==> src/rtl/osd_pin_pkg.sv <==
package osd_pin_pkg;

  // strobes from control to datapath
  typedef struct packed {
    logic restart;  // sync edge seen: force phase high
    logic toggle;   // half-period complete: invert phase
  } ctlStrobe_t;

  // a zero half-period would never terminate; treat it as one clock
  function automatic logic [7:0] clampHalf(input logic [7:0] h);
    return (h == 8'd0) ? 8'd1 : h;
  endfunction

endpackage

==> src/rtl/osd_pin_ctrl.sv <==
module osd_pin_ctrl
  import osd_pin_pkg::*;
#(
  parameter int HALF_W = 8,
  parameter int MODES  = 4,
  localparam int MODE_W = $clog2(MODES)
) (
  input  logic              clk,
  input  logic              rstN,
  input  logic              hsyncN,
  input  logic [MODE_W-1:0] modeSel,
  input  logic              cfgWrEn,
  input  logic [MODE_W-1:0] cfgAddr,
  input  logic [HALF_W-1:0] cfgHalf,
  output ctlStrobe_t        strb
);

  logic [2:0]        syncQ;
  logic              syncFall;
  logic [HALF_W-1:0] halfTab [MODES];
  logic [HALF_W-1:0] curLim;
  logic [HALF_W-1:0] cnt;
  logic              atEnd;

  // two synchronizing flops plus one for edge detection
  always_ff @(posedge clk or negedge rstN) begin
    if (!rstN) syncQ <= '1;
    else       syncQ <= {syncQ[1:0], hsyncN};
  end
  assign syncFall = syncQ[2] & ~syncQ[1];

  // half-period table, one register per mode
  for (genvar i = 0; i < MODES; i++) begin : g_tab
    always_ff @(posedge clk or negedge rstN) begin
      if (!rstN)                                        halfTab[i] <= HALF_W'(i + 2);
      else if (cfgWrEn && cfgAddr == MODE_W'(i))        halfTab[i] <= cfgHalf;
    end
  end

  // the active limit is picked up only on a sync edge
  always_ff @(posedge clk or negedge rstN) begin
    if (!rstN)         curLim <= HALF_W'(2);
    else if (syncFall) curLim <= HALF_W'(clampHalf(8'(halfTab[modeSel])));
  end

  assign atEnd = (cnt == curLim - HALF_W'(1));

  always_ff @(posedge clk or negedge rstN) begin
    if (!rstN)                    cnt <= '0;
    else if (syncFall || atEnd)   cnt <= '0;
    else                          cnt <= cnt + HALF_W'(1);
  end

  always_comb begin
    strb.restart = syncFall;
    strb.toggle  = ~syncFall & atEnd;
  end

endmodule

==> src/rtl/osd_pin_dp.sv <==
module osd_pin_dp
  import osd_pin_pkg::*;
#(
  parameter int COLOR_W = 3
) (
  input  logic               clk,
  input  logic               rstN,
  input  ctlStrobe_t         strb,
  input  logic               dispEn,
  input  logic               pwmClkSel,
  input  logic               blankCharOnly,
  input  logic               winPix,
  input  logic               charPix,
  input  logic               gfxPix,
  input  logic [COLOR_W-1:0] rgbIn,
  output logic               toneOut,
  output logic               toneOe,
  output logic               blankOut,
  output logic               blankOe,
  output logic [COLOR_W-1:0] rgbOut,
  output logic               rgbOe
);

  logic phase;
  logic toneNext;
  logic blankNext;

  always_ff @(posedge clk or negedge rstN) begin
    if (!rstN)              phase <= 1'b1;
    else if (strb.restart)  phase <= 1'b1;
    else if (strb.toggle)   phase <= ~phase;
  end

  always_comb begin
    toneNext  = pwmClkSel ? phase : (dispEn & winPix & ~charPix & ~gfxPix);
    blankNext = dispEn & (blankCharOnly ? charPix : (charPix | winPix));
  end

  always_ff @(posedge clk or negedge rstN) begin
    if (!rstN) begin
      toneOut  <= 1'b0;
      toneOe   <= 1'b0;
      blankOut <= 1'b0;
      blankOe  <= 1'b0;
      rgbOut   <= '0;
      rgbOe    <= 1'b0;
    end else begin
      toneOut  <= toneNext;
      toneOe   <= pwmClkSel | dispEn;
      blankOut <= blankNext;
      blankOe  <= blankNext;
      rgbOut   <= dispEn ? rgbIn : '0;
      rgbOe    <= dispEn;
    end
  end

endmodule

==> src/rtl/osd_pin_driver.sv <==
module osd_pin_driver
  import osd_pin_pkg::*;
#(
  parameter int HALF_W  = 8,
  parameter int MODES   = 4,
  parameter int COLOR_W = 3,
  localparam int MODE_W = $clog2(MODES)
) (
  input  logic               clk,
  input  logic               rstN,
  input  logic               hsyncN,
  input  logic [MODE_W-1:0]  modeSel,
  input  logic               cfgWrEn,
  input  logic [MODE_W-1:0]  cfgAddr,
  input  logic [HALF_W-1:0]  cfgHalf,
  input  logic               dispEn,
  input  logic               pwmClkSel,
  input  logic               blankCharOnly,
  input  logic               winPix,
  input  logic               charPix,
  input  logic               gfxPix,
  input  logic [COLOR_W-1:0] rgbIn,
  output logic               toneOut,
  output logic               toneOe,
  output logic               blankOut,
  output logic               blankOe,
  output logic [COLOR_W-1:0] rgbOut,
  output logic               rgbOe
);

  ctlStrobe_t strb;

  osd_pin_ctrl #(.HALF_W(HALF_W), .MODES(MODES)) u_ctrl (
    .clk(clk), .rstN(rstN), .hsyncN(hsyncN), .modeSel(modeSel),
    .cfgWrEn(cfgWrEn), .cfgAddr(cfgAddr), .cfgHalf(cfgHalf), .strb(strb)
  );

  osd_pin_dp #(.COLOR_W(COLOR_W)) u_dp (
    .clk(clk), .rstN(rstN), .strb(strb), .dispEn(dispEn),
    .pwmClkSel(pwmClkSel), .blankCharOnly(blankCharOnly),
    .winPix(winPix), .charPix(charPix), .gfxPix(gfxPix), .rgbIn(rgbIn),
    .toneOut(toneOut), .toneOe(toneOe), .blankOut(blankOut),
    .blankOe(blankOe), .rgbOut(rgbOut), .rgbOe(rgbOe)
  );

endmodule

==> config.mk <==
export PLATFORM = sky130hd
export DESIGN_NAME = osd_pin_driver
export DESIGN_NICKNAME = d
export VERILOG_FILES = /design/src/rtl/osd_pin_pkg.sv /design/src/rtl/osd_pin_ctrl.sv /design/src/rtl/osd_pin_dp.sv /design/src/rtl/osd_pin_driver.sv
export SDC_FILE = /design/constraint.sdc
export NUM_CORES = 1
export LEC_CHECK = 0
export ABC_AREA = 1
export CAP_MARGIN = 20
export CORE_MARGIN = 1.5
export CORE_UTILIZATION = 60
export CTS_BUF_LIST = sky130_fd_sc_hd__clkbuf_8 sky130_fd_sc_hd__clkbuf_16
export CTS_CLUSTER_SIZE = 8
export DETAILED_ROUTE_END_ITERATION = 7
export HOLD_SLACK_MARGIN = 0.1
export PLACE_DENSITY = 0.85
export SLEW_MARGIN = 5
export SYNTH_ARGS = -nofsm -noshare
export SYNTH_HDL_FRONTEND = slang
export SYNTH_SLANG_ARGS = --single-unit
export TNS_END_PERCENT = 10
==> constraint.sdc <==
create_clock -name clk -period 3.81 [get_ports clk]
set_input_delay 0.762 -clock clk [delete_from_list [all_inputs] [get_ports clk]]
set_output_delay 0.762 -clock clk [all_outputs]
set_load 0.05 [all_outputs]
==> run_summary.xml <==
<?xml version="1.0" encoding="UTF-8"?>
<metrics>
  <group name="timing">
    <metric name="period_needed" unit="ns">2.29</metric>
    <metric name="grt_setup_unrepaired" unit="">false</metric>
    <metric name="max_freq" unit="MHz">438</metric>
    <metric name="slew-limit-headroom" unit="%">44.5</metric>
    <metric name="worst_pin_slew" unit="ns">0.833</metric>
    <metric name="fin_tns_setup" unit="ns">0</metric>
    <metric name="setup_viol" unit="">0</metric>
    <metric name="hold_viol" unit="">0</metric>
    <metric name="worst_clock_skew" unit="ns">0.00935</metric>
    <metric name="finalCritPeriodShare" unit="%">60.0</metric>
    <metric name="timing_max_transition_violations_final" unit="">0</metric>
  </group>
  <group name="layout">
    <metric name="n_antenna_cell" unit="">0</metric>
    <metric name="commonest_cells_after_routing_fill_and_taps_aside" unit="">nand2_1, dfrtp_1, inv_1</metric>
    <metric name="final_common_cell" unit="">nand2_1</metric>
    <metric name="drive_gt1_share" unit="%">13.8</metric>
    <metric name="layout.core_utilization" unit="%">73.0</metric>
    <metric name="final_nets" unit="">420</metric>
    <metric name="final.fill_count" unit="">351</metric>
    <metric name="area_added_between_synthesis_and_finish" unit="%">18.1</metric>
  </group>
  <group name="global_routing">
    <metric name="grt_antenna_before_repair" unit="">0</metric>
    <metric name="grtUsageTotal" unit="%">25.1</metric>
    <metric name="global_route_wire_length_before_repair" unit="mm">9.87</metric>
    <metric name="grt-ovfl-total" unit="">0</metric>
    <metric name="first_global_vias" unit="">2276</metric>
    <metric name="maximum_number_of_pins_on_one_net_before_global_route_repair" unit="">41</metric>
  </group>
  <group name="synth">
    <metric name="syn-mean-instance-area" unit="um^2">8.02</metric>
    <metric name="synth_warnings" unit="">0</metric>
    <metric name="yosys.cell_types.count" unit="">30</metric>
    <metric name="synth.cell_area" unit="um^2">2880</metric>
    <metric name="gate_count_post_synth" unit="">359</metric>
    <metric name="synth.net_count" unit="">386</metric>
    <metric name="seq_area_frac_synth" unit="%">51.7</metric>
    <metric name="synth.ff_latch_count" unit="">59</metric>
    <metric name="post-synth-top-area-cell" unit="">dfrtp_1</metric>
    <metric name="yosys.area.top_type_share" unit="%">41.7</metric>
    <metric name="top_area_cells_in_the_synthesized_netlist" unit="">dfrtp_1, nand2_1, dfstp_2</metric>
  </group>
  <group name="setup_path">
    <metric name="setup.worst_path.end_class" unit="">register</metric>
    <metric name="r2r_setup_slack" unit="ns">1.98</metric>
    <metric name="worst-path-buf-inv" unit="">2</metric>
    <metric name="worstPathArrival" unit="ns">2.53</metric>
    <metric name="reg_to_reg_critical_path_endpoint" unit="">u_ctrl.cnt[0]</metric>
    <metric name="rr_startpoint" unit="">u_ctrl.curLim[1]</metric>
    <metric name="critPathTopFamily" unit="">buffers and inverters</metric>
    <metric name="startpoint" unit="">modeSel[0]</metric>
    <metric name="critical_path.cell_chain" unit="">clkdlybuf4s50_1 &gt; inv_2 &gt; nand2_1 &gt; nand3_1 &gt; nand2_1 &gt; nand2_1 &gt; nor2_1 &gt; nand4_1 &gt; a22oi_1</metric>
    <metric name="number_of_cell_instances_on_the_worst_register_to_register_path" unit="">12</metric>
    <metric name="worst_path_max_delay_cell" unit="">clkdlybuf4s50_1</metric>
    <metric name="required" unit="ns">4.05</metric>
    <metric name="worstSetupEndpoint" unit="">u_ctrl.curLim[0]</metric>
    <metric name="crit_top_cell" unit="">nand2_1</metric>
    <metric name="crit_cells" unit="">9</metric>
    <metric name="slowest_delay" unit="ns">0.85</metric>
    <metric name="timing_worst_setup_path_type" unit="">primary input to register</metric>
    <metric name="highest_fanout_seen_on_the_critical_path" unit="">18</metric>
    <metric name="startpoint_type" unit="">primary input</metric>
  </group>
  <group name="die">
    <metric name="die-area" unit="um^2">5230</metric>
    <metric name="initial_utilization" unit="%">61.8</metric>
    <metric name="die_w" unit="um">72.3</metric>
    <metric name="pin_count" unit="">33</metric>
    <metric name="fp.dieH" unit="um">72.3</metric>
    <metric name="placement_rows" unit="">25</metric>
    <metric name="core_area" unit="um^2">4660</metric>
  </group>
  <group name="routing">
    <metric name="drt.antenna.violating_nets" unit="">0</metric>
    <metric name="vias_post_dr" unit="">2367</metric>
    <metric name="drc" unit="">0</metric>
    <metric name="dr.first_iter.drc_count" unit="">99</metric>
    <metric name="routedWlPerCell" unit="um">12.4</metric>
    <metric name="finalWirelength" unit="mm">5.60</metric>
    <metric name="detail_route.first_pass.iterations" unit="">4</metric>
    <metric name="vias_per_cell" unit="">5.24</metric>
  </group>
  <group name="clocking">
    <metric name="cts.path.max_buffers" unit="">2</metric>
    <metric name="htreeDepth" unit="">3</metric>
    <metric name="clock_sink_count" unit="">59</metric>
    <metric name="clk_root_buffer_cell" unit="">clkbuf_8</metric>
    <metric name="tritoncts.num_buffers" unit="">9</metric>
    <metric name="tritoncts" unit="">done</metric>
    <metric name="cts_hold_buffers" unit="">0</metric>
    <metric name="clk_latency" unit="ns">0.34</metric>
    <metric name="cts_repair_resize_count" unit="">0</metric>
    <metric name="reg_clk_slew_reported_paths" unit="ns">0.06</metric>
    <metric name="cts_setup_buffers" unit="">0</metric>
  </group>
  <group name="placement">
    <metric name="detailed_place_hpwl" unit="mm">4.08</metric>
    <metric name="routabilityCongestion" unit="">0.910</metric>
    <metric name="buffer_ports.inserted" unit="">32</metric>
  </group>
  <group name="power_and_ir_drop">
    <metric name="leakage" unit="uW">0.00165</metric>
    <metric name="ir_worst_vdd" unit="uV">303</metric>
    <metric name="power.density_cell_area" unit="nW/um^2">502</metric>
  </group>
  <group name="worst_hold_path">
    <metric name="min_path_type" unit="">register to register</metric>
  </group>
  <group name="run_status">
    <metric name="status" unit="">finished, final reports clean</metric>
  </group>
  <group name="job">
    <metric name="maxCapViolations" unit="">0</metric>
  </group>
</metrics>
-- layer usage --
layer  vias up  global-route usage (%)  wire length [um]
li1       1199                       -                 -
met1      1099                    31.2              2420
met2        56                    39.6              2780
met3        13                    7.78               271
met4         0                    13.0               135
met5         -                       0                 0
-- stage by stage --
stage                     area [um^2]  power, uW  worst slack, ns  hold WS, ns  cells
after floorplan                  2880       1090             2.12        0.345    359
after global placement           3220       1190             1.30        0.347    436
after detailed placement         3220       1210             1.20        0.347    436
after CTS                        3400       1720             1.54        0.356    452
after global routing             3400       1830             1.40        0.360    452
final                            3400       1710             1.52        0.355    452
-- kinds of logic (layout without fill, tap and decap cells) --
kind of cell,after synthesis,count (layout),synth area share (%)
xor+xnor,5,5,1.52
fa+ha+maj,2,2,0.869
compound gates,52,52,9.21
simple gates,189,189,29.3
flops,59,59,51.7
buf+inv,52,91,7.34
-- state kept, by name (all words and copies together) (netlist names) --
register	count
u_ctrl.halfTab	32
u_ctrl.cnt	8
u_ctrl.curLim	8
u_ctrl.syncQ	3
u_dp.rgbOut	3
u_dp.blankOut	1
u_dp.phase	1
u_dp.rgbOe	1
u_dp.toneOe	1
u_dp.toneOut	1
-- worst min path at each step --
stage	from	to	slack, ns	cells after the start
global placement	u_ctrl.syncQ[0]	u_ctrl.syncQ[1]	0.35	0
finish	u_ctrl.syncQ[0]	u_ctrl.syncQ[1]	0.36	0
global route	u_ctrl.syncQ[0]	u_ctrl.syncQ[1]	0.36	0
detailed placement	u_ctrl.syncQ[0]	u_ctrl.syncQ[1]	0.35	0
CTS	u_ctrl.syncQ[0]	u_ctrl.syncQ[1]	0.36	0
floorplan	u_ctrl.syncQ[0]	u_ctrl.syncQ[1]	0.35	0
-- synth_stat cells (all sizes together) --
library cell and count:
nand2 131, dfrtp 48, o21ai 47, inv 41
nand3 28, nor2 26, dfstp 11, buf 5
clkbuf 5, a21oi 3, nor3 3, xor2 3
ha 2, xnor2 2, a211oi 1, a22oi 1
clkinv 1, nand4 1
-- power by group --
group | leakage (uW) | total (uW) | internal, uW | switching, uW
Sequential | 0.000718 | 807 | 732 | 74.5
Clock | 0.000102 | 511 | 282 | 229
Combinational | 0.000830 | 389 | 153 | 236
Total | 0.00165 | 1710 | 1170 | 539
-- cell type report --
type	instances	area, um^2	share of cell area [%]
multi-input combinational	248	1180	34.7
sequential	59	1490	43.8
inverter	42	158	4.64
tap	54	67.6	1.99
clock inverter	4	18.8	0.552
clock buffer	12	165	4.86
timing repair buffer	33	323	9.49
Note: power is estimated with default switching activity, not from simulation.
